`config.mk`:
```
export PLATFORM = sky130hd
export DESIGN_NAME = card_answer_capture
export DESIGN_NICKNAME = d
export VERILOG_FILES = /design/src/rtl/ac_pkg.sv /design/src/rtl/ac_tick_gen.sv /design/src/rtl/ac_reset_seq.sv /design/src/rtl/ac_idle_timer.sv /design/src/rtl/card_answer_capture.sv
export SDC_FILE = /design/constraint.sdc
export NUM_CORES = 1
export LEC_CHECK = 0
export BUFFER_PORTS_ARGS = -buffer_cell sky130_fd_sc_hd__buf_2
export CORE_ASPECT_RATIO = 1.5
export CORE_MARGIN = 2
export CORE_UTILIZATION = 29
export CTS_CLUSTER_SIZE = 12
export DETAILED_ROUTE_END_ITERATION = 8
export GPL_ROUTABILITY_DRIVEN = 0
export RECOVER_POWER = 25
export SYNTH_ARGS = -nofsm -noshare
export SYNTH_HDL_FRONTEND = slang
export SYNTH_SLANG_ARGS = --single-unit
```
`constraint.sdc`:
```
create_clock -name clk -period 2.2 [get_ports clk]
set_input_delay 0.22 -clock clk [delete_from_list [all_inputs] [get_ports clk]]
set_output_delay 0.22 -clock clk [all_outputs]
set_load 0.02 [all_outputs]
```
`src/rtl/ac_pkg.sv`:
```
package ac_pkg;

    typedef enum logic [0:0] {
        SEQ_IDLE = 1'b0,
        SEQ_RUN  = 1'b1
    } seq_state_e;

    typedef struct packed {
        logic       en;
        logic [7:0] data;
    } rx_beat_t;

    typedef struct packed {
        logic       we;
        logic [7:0] data;
    } wr_beat_t;

    // Bits needed to hold the values 0..n inclusive.
    function automatic int cnt_w(input int n);
        return (n < 2) ? 1 : $clog2(n + 1);
    endfunction

endpackage

```
`src/rtl/ac_tick_gen.sv`:
```
module ac_tick_gen
    import ac_pkg::*;
#(
    parameter int unsigned DIV = 4
) (
    input  logic clk,
    input  logic rst,
    input  logic clr,
    output logic tick
);
    localparam int CW = cnt_w(DIV);

    logic [CW-1:0] cnt;

    assign tick = (cnt == CW'(DIV - 1));

    always_ff @(posedge clk) begin
        if (rst || clr) begin
            cnt <= '0;
        end else if (tick) begin
            cnt <= '0;
        end else begin
            cnt <= cnt + CW'(1);
        end
    end
endmodule

```
`src/rtl/ac_reset_seq.sv`:
```
module ac_reset_seq
    import ac_pkg::*;
#(
    parameter int unsigned DEPTH      = 384,
    parameter int unsigned HOLD_TICKS = 65,
    parameter int          ADDR_W     = $clog2(DEPTH)
) (
    input  logic              clk,
    input  logic              rst,
    input  logic              req,
    input  logic              tick,
    output logic              start,
    output logic              finish,
    output logic              fill_we,
    output logic [ADDR_W-1:0] fill_addr,
    output logic              card_rst_n
);
    localparam int HW = cnt_w(HOLD_TICKS);
    localparam int FW = cnt_w(DEPTH);

    seq_state_e    state;
    logic [HW-1:0] hold_cnt;
    logic [FW-1:0] fill_cnt;
    logic          hold_done;
    logic          fill_done;

    assign hold_done = (hold_cnt == HW'(HOLD_TICKS));
    assign fill_done = (fill_cnt == FW'(DEPTH));
    assign start     = (state == SEQ_IDLE) && req;
    assign finish    = (state == SEQ_RUN) && hold_done && fill_done;
    assign fill_we   = (state == SEQ_RUN) && !fill_done;
    assign fill_addr = fill_cnt[ADDR_W-1:0];

    always_ff @(posedge clk) begin
        if (rst) begin
            state      <= SEQ_IDLE;
            card_rst_n <= 1'b1;
            hold_cnt   <= '0;
            fill_cnt   <= '0;
        end else if (start) begin
            state      <= SEQ_RUN;
            card_rst_n <= 1'b0;
            hold_cnt   <= '0;
            fill_cnt   <= '0;
        end else if (finish) begin
            state      <= SEQ_IDLE;
            card_rst_n <= 1'b1;
        end else if (state == SEQ_RUN) begin
            if (tick && !hold_done) begin
                hold_cnt <= hold_cnt + HW'(1);
            end
            if (!fill_done) begin
                fill_cnt <= fill_cnt + FW'(1);
            end
        end
    end
endmodule

```
`src/rtl/ac_idle_timer.sv`:
```
module ac_idle_timer
    import ac_pkg::*;
#(
    parameter int unsigned IDLE_TICKS = 52
) (
    input  logic clk,
    input  logic rst,
    input  logic clr,
    input  logic load,
    input  logic tick,
    output logic hold
);
    localparam int IW = cnt_w(IDLE_TICKS);

    logic [IW-1:0] remain;

    always_ff @(posedge clk) begin
        if (rst || clr) begin
            remain <= '0;
            hold   <= 1'b0;
        end else if (load) begin
            remain <= IW'(IDLE_TICKS);
            hold   <= 1'b1;
        end else if (hold && tick) begin
            if (remain == IW'(1)) begin
                remain <= '0;
                hold   <= 1'b0;
            end else begin
                remain <= remain - IW'(1);
            end
        end
    end
endmodule

```
`src/rtl/card_answer_capture.sv`:
```
module card_answer_capture
    import ac_pkg::*;
#(
    parameter int unsigned CLK_DIV        = 153600,
    parameter int unsigned RST_HOLD_TICKS = 65,
    parameter int unsigned IDLE_TICKS     = 52,
    parameter int unsigned BUF_DEPTH      = 384,
    parameter int          LEN_W          = 16,
    parameter int          ADDR_W         = $clog2(BUF_DEPTH)
) (
    input  logic              clk,
    input  logic              rst,
    input  logic              reset_req,
    input  logic              rx_valid,
    input  logic [7:0]        rx_data,
    input  logic              tx_pending,
    output logic              card_rst_n,
    output logic              scl_hold,
    output logic              rx_seen,
    output logic              rd_rewind,
    output logic              wr_en,
    output logic [ADDR_W-1:0] wr_addr,
    output logic [7:0]        wr_data,
    output logic [LEN_W-1:0]  answer_len
);
    localparam int PTR_W = cnt_w(BUF_DEPTH);

    rx_beat_t          beat;
    wr_beat_t          wr_next;
    logic [ADDR_W-1:0] addr_next;
    logic              tick;
    logic              seq_start;
    logic              seq_finish;
    logic              fill_we;
    logic [ADDR_W-1:0] fill_addr;
    logic              armed;
    logic              store;
    logic              in_room;
    logic [PTR_W-1:0]  wr_ptr;

    assign beat    = '{en: rx_valid, data: rx_data};
    assign in_room = (wr_ptr < PTR_W'(BUF_DEPTH));
    assign store   = beat.en && armed && !tx_pending && !seq_start;

    ac_tick_gen #(.DIV(CLK_DIV)) tick_i (
        .clk  (clk),
        .rst  (rst),
        .clr  (seq_start || store),
        .tick (tick)
    );

    ac_reset_seq #(
        .DEPTH      (BUF_DEPTH),
        .HOLD_TICKS (RST_HOLD_TICKS),
        .ADDR_W     (ADDR_W)
    ) seq_i (
        .clk        (clk),
        .rst        (rst),
        .req        (reset_req),
        .tick       (tick),
        .start      (seq_start),
        .finish     (seq_finish),
        .fill_we    (fill_we),
        .fill_addr  (fill_addr),
        .card_rst_n (card_rst_n)
    );

    ac_idle_timer #(.IDLE_TICKS(IDLE_TICKS)) idle_i (
        .clk  (clk),
        .rst  (rst),
        .clr  (seq_start),
        .load (store),
        .tick (tick),
        .hold (scl_hold)
    );

    // Zero fill and capture never overlap: capture is disarmed while filling.
    always_comb begin
        if (fill_we) begin
            wr_next   = '{we: 1'b1, data: 8'h00};
            addr_next = fill_addr;
        end else begin
            wr_next   = '{we: store && in_room, data: beat.data};
            addr_next = wr_ptr[ADDR_W-1:0];
        end
    end

    always_ff @(posedge clk) begin
        if (rst) begin
            armed      <= 1'b0;
            wr_ptr     <= '0;
            answer_len <= '0;
            rd_rewind  <= 1'b0;
            rx_seen    <= 1'b0;
            wr_en      <= 1'b0;
            wr_addr    <= '0;
            wr_data    <= '0;
        end else begin
            wr_en     <= wr_next.we;
            wr_addr   <= addr_next;
            wr_data   <= wr_next.data;
            rx_seen   <= beat.en && armed && !seq_start;
            rd_rewind <= seq_start;
            if (seq_start) begin
                armed      <= 1'b0;
                wr_ptr     <= '0;
                answer_len <= '0;
            end else begin
                if (seq_finish) begin
                    armed <= 1'b1;
                end
                if (store) begin
                    answer_len <= answer_len + LEN_W'(1);
                    if (in_room) begin
                        wr_ptr <= wr_ptr + PTR_W'(1);
                    end
                end
            end
        end
    end
endmodule

```
# ---- Word level (Yosys, flattened, before mapping)
# Index checks and enable logic that the tools add are counted.
dict set report word_totals {
  ff_bits 89
  latch_bits 0
  ram_bits 0
  rom_bits 0
  output_inout_bits 38
  wordCells 71
  memories 0
}
dict set report classes {
  addsub 6
  mul 0
  div 0
  magnitude_cmp 1
  n_eq_ne 4
  n_shift 0
  mux 12
  bitwise_logic 3
  n_reduce_logical 29
}
# op n
set op_table {}
lappend op_table {{$add 18x1->18 const B} 1}
lappend op_table {{$add 9x1->9 const B} 2}
lappend op_table {{$eq 18x18->1 const B} 1}
lappend op_table {{$mux 6} 3}
lappend op_table {{$mux 9} 2}
lappend op_table {{$add 16x1->16 const B} 1}
lappend op_table {{$logic_and 1x1->1} 11}
lappend op_table {{$eq 9x9->1 const B} 1}
lappend op_table {{$lt 9x9->1 const B} 1}
lappend op_table {{$reduce_or 2->1} 4}
lappend op_table {{$add 7x1->7 const B} 1}
lappend op_table {{$eq 7x7->1 const B} 1}
lappend op_table {{$mux 1} 7}
lappend op_table {{$eq 6x1->1 const B} 1}
lappend op_table {{$reduce_and 3->1} 2}
lappend op_table {{$reduce_bool 2->1} 3}
lappend op_table {{$sub 6x1->6 const B} 1}
lappend op_table {{$logic_not 1->1} 4}
lappend op_table {{$reduce_and 2->1} 2}
lappend op_table {{$logic_or 1x1->1} 3}
lappend op_table {{$not 1->1} 3}

# ---- Logic depth before layout (Yosys ltp)
# Gate-level depths: netlist of the first run.
dict set report logic_depth {
  word_depth 7
  depth_mapped 8
  depth_no_buf 7
}

# ---- By module
# A second synthesis of the first run with hierarchy kept.
dict set report unflattened {
  cells_unflattened 433
  hier_area_um2 3917.5
}
# module instances cells_per_inst area_per_inst_um2 seq_area_each_um2
set modules_own_cells {}
lappend modules_own_cells {card_answer_capture 1 191 1785.5 920.9}
lappend modules_own_cells {ac_reset_seq 1 106 927.1 360.3}
lappend modules_own_cells {ac_tick_gen 1 95 824.5 360.3}
lappend modules_own_cells {ac_idle_timer 1 41 380.4 140.1}

# ---- Least setup slack after synthesis of the first run
# No wires, ideal clock.
dict set report synth_path {
  path_type {register to register}
  startpoint {reg tick_i.cnt[0]}
  endpoint {reg idle_i.remain[5]}
  setup_ns 0.091
  arrival_ns 1.803
  required_time_ns 2.109
  setup_slack_ns 0.306
  stages_incl_launch_ff 7
  n_path_buf 0
  path_cell_list {dfxtp_1 > ha_1 > nand2_1 > nor4_4 > nand2_2 > or4_1 > a311oi_1}
}
dict set report synth_between {
  elab_chain_cells 3
}
# item line_no
set synth_rtl {}
lappend synth_rtl {{start, declared} ac_tick_gen.sv:13} ;# logic [CW-1:0] cnt;
lappend synth_rtl {{start signal, assigned} ac_tick_gen.sv:23} ;# cnt <= cnt + CW'(1);
lappend synth_rtl {{$eq 18x18->1} ac_tick_gen.sv:15} ;# assign tick = (cnt == CW'(DIV - 1));
lappend synth_rtl {{$logic_and 1x1->1} ac_idle_timer.sv:24} ;# end else if (hold && tick) begin
lappend synth_rtl {{$reduce_bool 2->1 (no line)} n/a}
lappend synth_rtl {{end signal, assigned} ac_idle_timer.sv:22} ;# remain <= IW'(IDLE_TICKS);
lappend synth_rtl {{end signal, assigned} ac_idle_timer.sv:29} ;# remain <= remain - IW'(1);
lappend synth_rtl {{end, declared} ac_idle_timer.sv:15} ;# logic [IW-1:0] remain;
# No other way between the ends.
# A chain may end at the register's enable or synchronous reset.

# ---- Worst setup path in the final report of the first run
dict set report layout_path {
  startpoint {reg seq_i.hold_cnt[2]}
  endpoint {reg seq_i.state}
}
dict set report layout_between {
  elab_chain_cells 4
}
# item line_no
set layout_rtl {}
lappend layout_rtl {{start, declared} ac_reset_seq.sv:22} ;# logic [HW-1:0] hold_cnt;
lappend layout_rtl {{start signal, assigned} ac_reset_seq.sv:50} ;# hold_cnt <= hold_cnt + HW'(1);
lappend layout_rtl {{$eq 7x7->1} ac_reset_seq.sv:27} ;# assign hold_done = (hold_cnt == HW'(HOLD_TICKS));
lappend layout_rtl {{$logic_and 1x1->1 (2 in series)} ac_reset_seq.sv:30} ;# assign finish = (state == SEQ_RUN) && hold_done && fill_done;
lappend layout_rtl {{$reduce_bool 2->1 (no line)} n/a}
lappend layout_rtl {{end signal, assigned} ac_reset_seq.sv:36} ;# state <= SEQ_IDLE;
lappend layout_rtl {{end signal, assigned} ac_reset_seq.sv:41} ;# state <= SEQ_RUN;
lappend layout_rtl {{end signal, assigned} ac_reset_seq.sv:46} ;# state <= SEQ_IDLE;
lappend layout_rtl {{end, declared} ac_reset_seq.sv:21} ;# seq_state_e state;
# No other way between the ends.

==> results_dict.tcl, run 1 <==
set metrics [dict create \
    status "finished, final reports clean" \
    die_w_um 97.0 \
    synth_top_area_frac 0.473 \
    period_minus_slack_ns 1.98 \
    synth.area.top_cells "dfxtp_1 (47%), nor2_1 (7.3%), xor2_1 (6.7%)" \
    grt_max_degree 28 \
    worstMarginPinSlew_ns 0.514 \
    cp-start-kind "flop" \
    detail_route.wl_per_cell_um 12.4 \
    die-area_mm2 0.0139 \
    insertion_delay_ns 0.34 \
    grt_pass1_wl_um 13300 \
    hold_end "wr_data[4]" \
    hold_start "rx_data[4]" \
    layout.cells.non_filler 642 \
    max_cap_violations 0 \
    nets 500 \
    clk_pin_slew_worst_paths_ns 0.07 \
    yosysMostFrequentCell "dfxtp_1" \
    finalPower_mw 3.29 \
    synth_edf_count 0 \
    cts_tree "yes" \
    ys_warn_count 0 \
    required_ns 2.43 \
    final.setup_skew_ns 0.00977 \
    dpl.cell_count 626 \
    fin_ws_ns 0.218 \
    drc 0 \
    ys_dominant_reg_cell "dfxtp_1" \
    syn_nets 440 \
    synth_common_cells "dfxtp_1 (89), nor2_1 (73), nand2_1 (37), xor2_1 (29), nand4_1 (22)" \
    pwr_density_cell_mw_per_mm2 729 \
    via_count 3061 \
    antenna-diode-count 0 \
    p_leak_nw 1.64 \
    cts.sinks 89 \
    dr.pass1.iters 4 \
    criticalPathCategory "reg2reg" \
    ys_seq_area_frac 0.473 \
    drt_iter0_markers 146 \
    vdd_drop_max_mv 0.334 \
    ctsHtreeMaxLevel 3 \
    drive_gt1_frac 0.124 \
    arrival_ns 2.21 \
    area_delta_synth_final_pct 20.0 \
    rr_worst_depth 5 \
    end_kind "flop" \
    clk_path_buf_depth 2 \
    dieHeight_um 144 \
    post-place-ws_ns 0.119 \
    fin_util 0.352 \
    r2r_setup_slack_ns 0.22 \
    ctsRootBufferMaster "clkbuf_16" \
    synthArstFlopShare 0 \
    syn_inst 418 \
    grt_overflow 0 \
    synth_area_per_cell_um2 9.00 \
    period_share 0.901 \
    finalMaxSlewViolations 0 \
    hp-class "in2reg" \
    grt_pass1_vias 2917 \
    viasPerCell 4.77 \
    portBuffers 50 \
    ys_ff_latch 89 \
    final-hold-violation-count 0 \
    hold_depth 2 \
    drt_wl_total_um 7960 \
    numCtsBuffers 9 \
    start_util 0.293 \
    setup_violations 0 \
    dp_hpwl_um 5920 \
    rsz0062_at_grt "false" \
    synth_area_mm2 0.00376 \
    grt_usage 0.117 \
    fp-row-count 51 \
    timing.rr.start "seq_i.hold_cnt[2]" \
    boundaryPins 51 \
    reg2reg_to "seq_i.state" \
    antenna_found_initial 0 \
    fillers 1326 \
    ys_types 46 \
    cp_max_fo 4 \
    slew_headroom 0.657 \
    post_cts_buffers 0 \
    yosysTopAreaCell "dfxtp_1" \
    coreArea_mm2 0.0128 \
    final.setup.tns_ns 0 \
    final_antenna_net_count 0 \
    max_freq_ghz 0.505 \
]
[what timing repair did]
action                     CTS  global route
hold buffers                 0             0
setup endpoints to repair    0             4
resized for setup            0             1
hold endpoints to repair     0             0
[through the flow]
step	hold slack (ns)	cell area, um^2
after floorplan	0.330	3760
after global placement	0.421	4250
after detailed placement	0.422	4250
after CTS	0.0603	4550
after global routing	0.0702	4520
final	0.0770	4520
[worst max path at each step]
stage,slack [ns],endpoint,cells past startpoint,from
CTS,0.11,seq_i.state,5,seq_i.hold_cnt[2]
detailed placement,0.12,idle_i.remain[5],6,tick_i.cnt[1]
global placement,0.21,idle_i.remain[5],6,tick_i.cnt[1]
global route,0.04,seq_i.state,5,seq_i.hold_cnt[2]
finish,0.22,seq_i.state,5,seq_i.hold_cnt[2]
floorplan,0.31,idle_i.remain[5],6,tick_i.cnt[0]
[cell type report]
type / instances / area, um^2 / area share
Clock buffer: 11 / 243 / 0.0537
Clock inverter: 5 / 53.8 / 0.0119
Inverter: 10 / 37.5 / 0.00831
Multi-Input combinational cell: 305 / 1890 / 0.419
Sequential cell: 89 / 1780 / 0.394
Tap cell: 159 / 199 / 0.0440
Timing Repair Buffer: 63 / 310 / 0.0687
[worst max-delay path, stage by stage, from the launching register on]
cell     delay, ns
dfxtp_1       0.34
or4b_2        0.69
nor4b_1       0.33
nor4b_2       0.32
nor2_1        0.09
o21a_1        0.11
[sequential cells by signal, summed over array words and instances (netlist names)]
| name | cells |
|---|---|
| wr_data | 8 |
| wr_addr | 9 |
| wr_en | 1 |
| rx_seen | 1 |
| idle_i.hold | 1 |
| idle_i.remain | 6 |
| seq_i.fill_addr | 9 |
| rd_rewind | 1 |
| tick_i.cnt | 18 |
| wr_ptr | 9 |
| seq_i.card_rst_n | 1 |
| armed | 1 |
| seq_i.hold_cnt | 7 |
| seq_i.state | 1 |
| answer_len | 16 |
[cells in the final DEF (no fill, tap or decap), drive strengths merged, types with 9 or more instances in the layout]
cell type | netlist | layout
dfxtp | 89 | 89
nor2 | 73 | 73
clkbuf | 10 | 41
nand2 | 38 | 38
buf | 4 | 33
xor2 | 29 | 29
nand4 | 22 | 22
a21oi | 19 | 19
xnor2 | 15 | 15
nand3 | 13 | 13
inv | 10 | 11
o21ai | 10 | 10
or3 | 10 | 10
and2 | 10 | 10
and3 | 9 | 9
ha | 9 | 9
[layer usage]
metal / track usage / up-vias / share of wire
met1: 0.126 / 1457 / 0.42
met3: 0.0321 / 10 / 0.037
met4: 0.0563 / 0 / 0.022
li1: - / 1551 / -
met2: 0.213 / 43 / 0.52
met5: 0 / - / 0
[power by group]
group | switching [mW] | total (mW) | internal [mW]
Sequential | 0.00855 | 1.64 | 1.63
Clock | 0.617 | 1.53 | 0.909
Combinational | 0.0845 | 0.128 | 0.0437
Total | 0.710 | 3.29 | 2.58
[cells by family (layout without fill, tap and decap cells)]
| group | count (synthesis) | after routing | share of synthesized area |
|---|---|---|---|
| fa+ha+maj | 9 | 9 | 0.0299 |
| mux | 8 | 8 | 0.0216 |
| buf+inv | 24 | 89 | 0.0256 |
| flops | 89 | 89 | 0.473 |
| compound gates | 42 | 42 | 0.0715 |
| simple gates | 202 | 202 | 0.276 |
| xor+xnor | 44 | 44 | 0.102 |
Note: power is estimated with default switching activity, not from simulation.
==> inputs of run 2 (changes only) <==
--- a/config.mk
+++ b/config.mk
@@ -12,7 +12,9 @@
 export CTS_CLUSTER_SIZE = 12
 export DETAILED_ROUTE_END_ITERATION = 8
 export GPL_ROUTABILITY_DRIVEN = 0
+export PLACE_DENSITY_LB_ADDON = 0.08
 export RECOVER_POWER = 25
+export SKIP_LAST_GASP = 1
 export SYNTH_ARGS = -nofsm -noshare
 export SYNTH_HDL_FRONTEND = slang
 export SYNTH_SLANG_ARGS = --single-unit
==> run 2 against run 1 <==
Worst hold slack barely moved. Critical path depth up 1. Via count is 0.65% lower. Setup slack lost 0.020 ns. Combinational power rose by 5%. Sequential power about the same. Core utilization rose by 0.12 points. Die area stayed put.
==> results_dict.tcl, run 2 (synthesized netlist as in run 1, its figures left out) <==
set metrics [dict create \
    die_w_um 97.0 \
    end_kind "flop" \
    cp_slowest_cell "or4_1" \
    grt_pass1_wl_um 15000 \
    dieHeight_um 144 \
    dp_hpwl_um 6590 \
    fp-row-count 51 \
    insertion_delay_ns 0.34 \
    numCtsBuffers 9 \
    clk_path_buf_depth 2 \
    cp_max_fo 4 \
    detail_route.wl_per_cell_um 13.9 \
    start_util 0.293 \
    clk_pin_slew_worst_paths_ns 0.06 \
    arrival_ns 2.25 \
    drt_iter0_markers 74 \
    max_freq_ghz 0.500 \
    r2r_setup_slack_ns 0.20 \
    crit_buf_inv 0 \
    boundaryPins 51 \
    rsz0062_at_grt "false" \
    final-hold-violation-count 0 \
    p_comb_frac 0.040 \
    dr.pass1.iters 4 \
    period_minus_slack_ns 2.00 \
    p_leak_nw 1.65 \
    drive_gt1_frac 0.128 \
    pwr_density_cell_mw_per_mm2 730 \
    coreArea_mm2 0.0128 \
    finalMaxSlewViolations 0 \
    layout_common_cells "dfxtp_1 (89), nor2_1 (73), nand2_1 (37)" \
    dpl.cell_count 629 \
    cts.sinks 89 \
    grt_usage 0.135 \
    vdd_drop_max_mv 0.349 \
    placed_cell_area_mm2 0.00427 \
    worstMarginPinSlew_ns 0.580 \
    via_count 3041 \
    p_clk_frac 0.465 \
    slew_headroom 0.612 \
    grt_overflow 0 \
    required_ns 2.45 \
    p_int_mw 2.58 \
    top_register "tick_i.cnt" \
    die-area_mm2 0.0139 \
    fillers 1332 \
    largest_registers "tick_i.cnt x18, answer_len x16" \
    hp-class "in2reg" \
    post_cts_buffers 0 \
    holdWs_ns 0.0765 \
    area_delta_synth_final_pct 20.4 \
    largest_reg_flops 18 \
    ctsRootBufferMaster "clkbuf_16" \
    max_cap_violations 0 \
    grt_pass1_vias 3124 \
    fin_util 0.353 \
    power.switching_uw 734 \
    critical-path-max-stage-delay_ns 0.50 \
    cts.repair.resized 0 \
    period_share 0.910 \
    p_seq_frac 0.494 \
    status "finished, final reports clean" \
    drt_wl_total_um 8980 \
    cp-start-kind "flop" \
    antenna-diode-count 0 \
    final.setup_skew_ns 0.00644 \
    grt_max_degree 26 \
    cp_top_family "simple AND/OR/NAND/NOR gates" \
    holdBufCountCts 0 \
    ctsHtreeMaxLevel 3 \
    cts_tree "yes" \
    crit_path_cell_trace "ha_1 -> nand2_1 -> nor4_4 -> nand2_2 -> or4_1 -> a311oi_1" \
    final_common_cell "dfxtp_1" \
    final_antenna_net_count 0 \
    criticalPathCategory "reg2reg" \
    nets 503 \
    swShare 0.222 \
    drc 0 \
    setup_violations 0 \
    final_area_mm2 0.00453 \
    viasPerCell 4.72 \
    final.setup.tns_ns 0 \
    layout.cells.non_filler 644 \
    antenna_found_initial 0 \
    portBuffers 50 \
]
-- run 2: cell count changes in the layout (fill, tap and decap cells not counted) --
cell,change
clkbuf_1,-1
clkinvlp_4,+1
nor4b_2,-1
nor4b_1,+1
inv_6,-1
clkinv_2,-1
buf_4,+3
clkinv_4,+1
-- run 2: layout make-up --
cell class / instances / area, um^2 / area share
tap: 159 / 199 / 0.0439
clock buffer: 10 / 239 / 0.0527
clock inverter: 5 / 56.3 / 0.0124
timing repair buffer: 66 / 333 / 0.0734
multi-input combinational: 305 / 1890 / 0.416
sequential: 89 / 1780 / 0.393
inverter: 10 / 37.5 / 0.00828
-- run 2: path summary, 6_finish.rpt --
path	startpoint	to	cells after the start
worst max register to register	tick_i.cnt[0]	idle_i.remain[5]	6
worst max-delay path	tick_i.cnt[0]	idle_i.remain[5]	6
worst min-delay path	rx_data[7]	wr_data[7]	2
worst min register to register	seq_i.card_rst_n	seq_i.card_rst_n	2
-- run 2: layer usage --
layer	up-vias	part of all wire	track usage
li1	1555	-	-
met1	1399	0.43	0.144
met2	61	0.50	0.245
met3	26	0.031	0.0209
met4	0	0.041	0.0890
met5	-	0	0
-- run 2: through the flow --
step	worst slack, ns	power (mW)
2_1_floorplan	0.306	1.76
3_3_place_gp	0.272	1.81
3_5_place_dp	0.209	1.81
4_1_cts	0.185	3.37
5_1_grt	0.0700	3.44
6_report	0.199	3.31
-- run 2: worst register-to-register path, cell delays in order (launching register included) --
cell	delay (ns)
dfxtp_1	0.34
ha_1	0.21
nand2_1	0.14
nor4_4	0.35
nand2_2	0.11
or4_1	0.50
a311oi_1	0.27
-- run 2: power groups by stage --
stage | Combinational [mW] | Sequential, mW | Clock, mW
after floorplan | 0.0665 | 1.69 | 0
after global placement | 0.141 | 1.67 | 0
final | 0.134 | 1.64 | 1.54
after global routing | 0.148 | 1.64 | 1.65
after detailed placement | 0.140 | 1.67 | 0
after CTS | 0.140 | 1.64 | 1.59
==> inputs of run 3 (changes only) <==
==> constraint.sdc (replaced) <==
create_clock -name clk -period 2.55 [get_ports clk]
set_input_delay 0.255 -clock clk [delete_from_list [all_inputs] [get_ports clk]]
set_output_delay 0.255 -clock clk [all_outputs]
set_load 0.02 [all_outputs]
==> run 3 against run 2 <==
First-iteration DRC count rose by 27%. Combinational power shrank 22%. Critical endpoint is now seq_i.state. Via count fell by 0.43%. Final area decreased by 0.80%.
==> results_dict.tcl, run 3 (synthesized netlist as in run 1, its figures left out) <==
set metrics [dict create \
    status "finished, final reports clean" \
    hold_end "wr_data[1]" \
    fillers 1362 \
    final.setup_skew_ns 0.00580 \
    rr_worst_depth 5 \
    end_kind "flop" \
    swShare 0.226 \
    timing.rr.start "seq_i.hold_cnt[2]" \
    period_minus_slack_ns 2.15 \
    criticalPathCategory "reg2reg" \
    hold_depth 2 \
    max_cap_violations 0 \
    multiInputGateArea_mm2 0.00189 \
    viasPerCell 4.76 \
    rsz0062_at_grt "false" \
    largest_registers "tick_i.cnt x18, answer_len x16" \
    worstMarginPinSlew_ns 0.595 \
    final.setup.tns_ns 0 \
    clk_pin_slew_worst_paths_ns 0.07 \
    post-place-ws_ns 0.377 \
    dieHeight_um 144 \
    grt_pass1_vias 2990 \
    finalPower_mw 2.98 \
    grt_overflow 0 \
    antenna_found_initial 0 \
    drt_wl_total_um 8780 \
    antenna-diode-count 0 \
    required_ns 2.79 \
    cts.repair.resized 0 \
    grt_max_degree 44 \
    boundaryPins 51 \
    nets 494 \
    numCtsBuffers 9 \
    detail_route.wl_per_cell_um 13.8 \
    coreArea_mm2 0.0128 \
    drive_gt1_frac 0.113 \
    hold_start "rx_data[1]" \
    cp-start-kind "flop" \
    final_common_cell "dfxtp_1" \
    setup_violations 0 \
    drc 0 \
    ctsHtreeMaxLevel 3 \
    cts_tree "yes" \
    fp-row-count 51 \
    drt_iter0_markers 94 \
    pwr_density_cell_mw_per_mm2 662 \
    p_seq_frac 0.475 \
    dr.pass1.iters 4 \
    r2r_setup_slack_ns 0.40 \
    cts.sinks 89 \
    hp-class "in2reg" \
    final-hold-violation-count 0 \
    cp_max_fo 4 \
    layout_common_cells "dfxtp_1 (89), nor2_1 (73), nand2_1 (37)" \
    max_freq_ghz 0.466 \
    via_count 3028 \
    finalMaxSlewViolations 0 \
    clk_path_buf_depth 2 \
    ctsRootBufferMaster "clkbuf_16" \
    holdBufCountCts 0 \
    p_leak_nw 1.61 \
    power.switching_uw 672 \
    start_util 0.293 \
    dp_hpwl_um 6390 \
    p_comb_frac 0.035 \
    startpoint "seq_i.hold_cnt[2]" \
    insertion_delay_ns 0.35 \
    slew_headroom 0.602 \
    vdd_drop_max_mv 0.295 \
    largest_reg_flops 18 \
    period_share 0.842 \
    final_antenna_net_count 0 \
    arrival_ns 2.39 \
    reg2reg_to "seq_i.state" \
    portBuffers 50 \
    fin_ws_ns 0.403 \
    grt_usage 0.133 \
    regArea_mm2 0.00178 \
    post_cts_buffers 0 \
    top_register "tick_i.cnt" \
    grt_pass1_wl_um 14600 \
    area_delta_synth_final_pct 19.4 \
    die_w_um 97.0 \
    die-area_mm2 0.0139 \
    p_int_mw 2.30 \
    p_clk_frac 0.489 \
]
-- run 3: how the worst max path moves through the flow --
stage | endpoint | cells after the start | slack, ns
6_report | seq_i.state | 5 | 0.40
5_1_grt | seq_i.state | 5 | 0.22
4_1_cts | seq_i.state | 5 | 0.36
3_5_place_dp | seq_i.state | 5 | 0.38
3_3_place_gp | seq_i.state | 5 | 0.47
2_1_floorplan | idle_i.remain[5] | 6 | 0.66
-- run 3: routing by layer --
metal  GRT usage  vias to the layer above  wire length [um]
met1       0.139                     1420              3610
met5           0                        -                 0
li1            -                     1541                 -
met2       0.251                       54              4670
met3      0.0204                       13               254
met4      0.0793                        0               240
-- run 3: power by group through the flow --
stage | Sequential (mW) | Clock (mW) | Combinational, mW
after global routing | 1.42 | 1.56 | 0.117
after detailed placement | 1.45 | 0 | 0.111
after floorplan | 1.46 | 0 | 0.0574
after global placement | 1.45 | 0 | 0.112
final | 1.41 | 1.46 | 0.105
after CTS | 1.41 | 1.50 | 0.111
-- run 3: area by class of cell --
cell class	count	share of cell area
Multi-Input combinational cell	305	0.419
Sequential cell	89	0.396
Timing Repair Buffer	57	0.0590
Clock buffer	9	0.0501
Tap cell	159	0.0443
Clock inverter	7	0.0225
Inverter	10	0.00835
-- run 3: stage by stage --
step           hold WS, ns  std cells  cell area (um^2)   util
5_1_grt             0.0928        636              4500  0.351
2_1_floorplan        0.365        418              3760      -
3_3_place_gp         0.457        620              4210  0.328
3_5_place_dp         0.458        620              4210  0.328
4_1_cts             0.0891        636              4530  0.353
6_report             0.101        636              4500  0.351
-- run 3: worst max-delay path, stage by stage, from the launching register on --
cell and delay (ns):
dfxtp_1 0.33, or4b_2 0.70, nor4b_1 0.36, nor4b_1 0.43, nor2_1 0.11, o21a_1 0.12
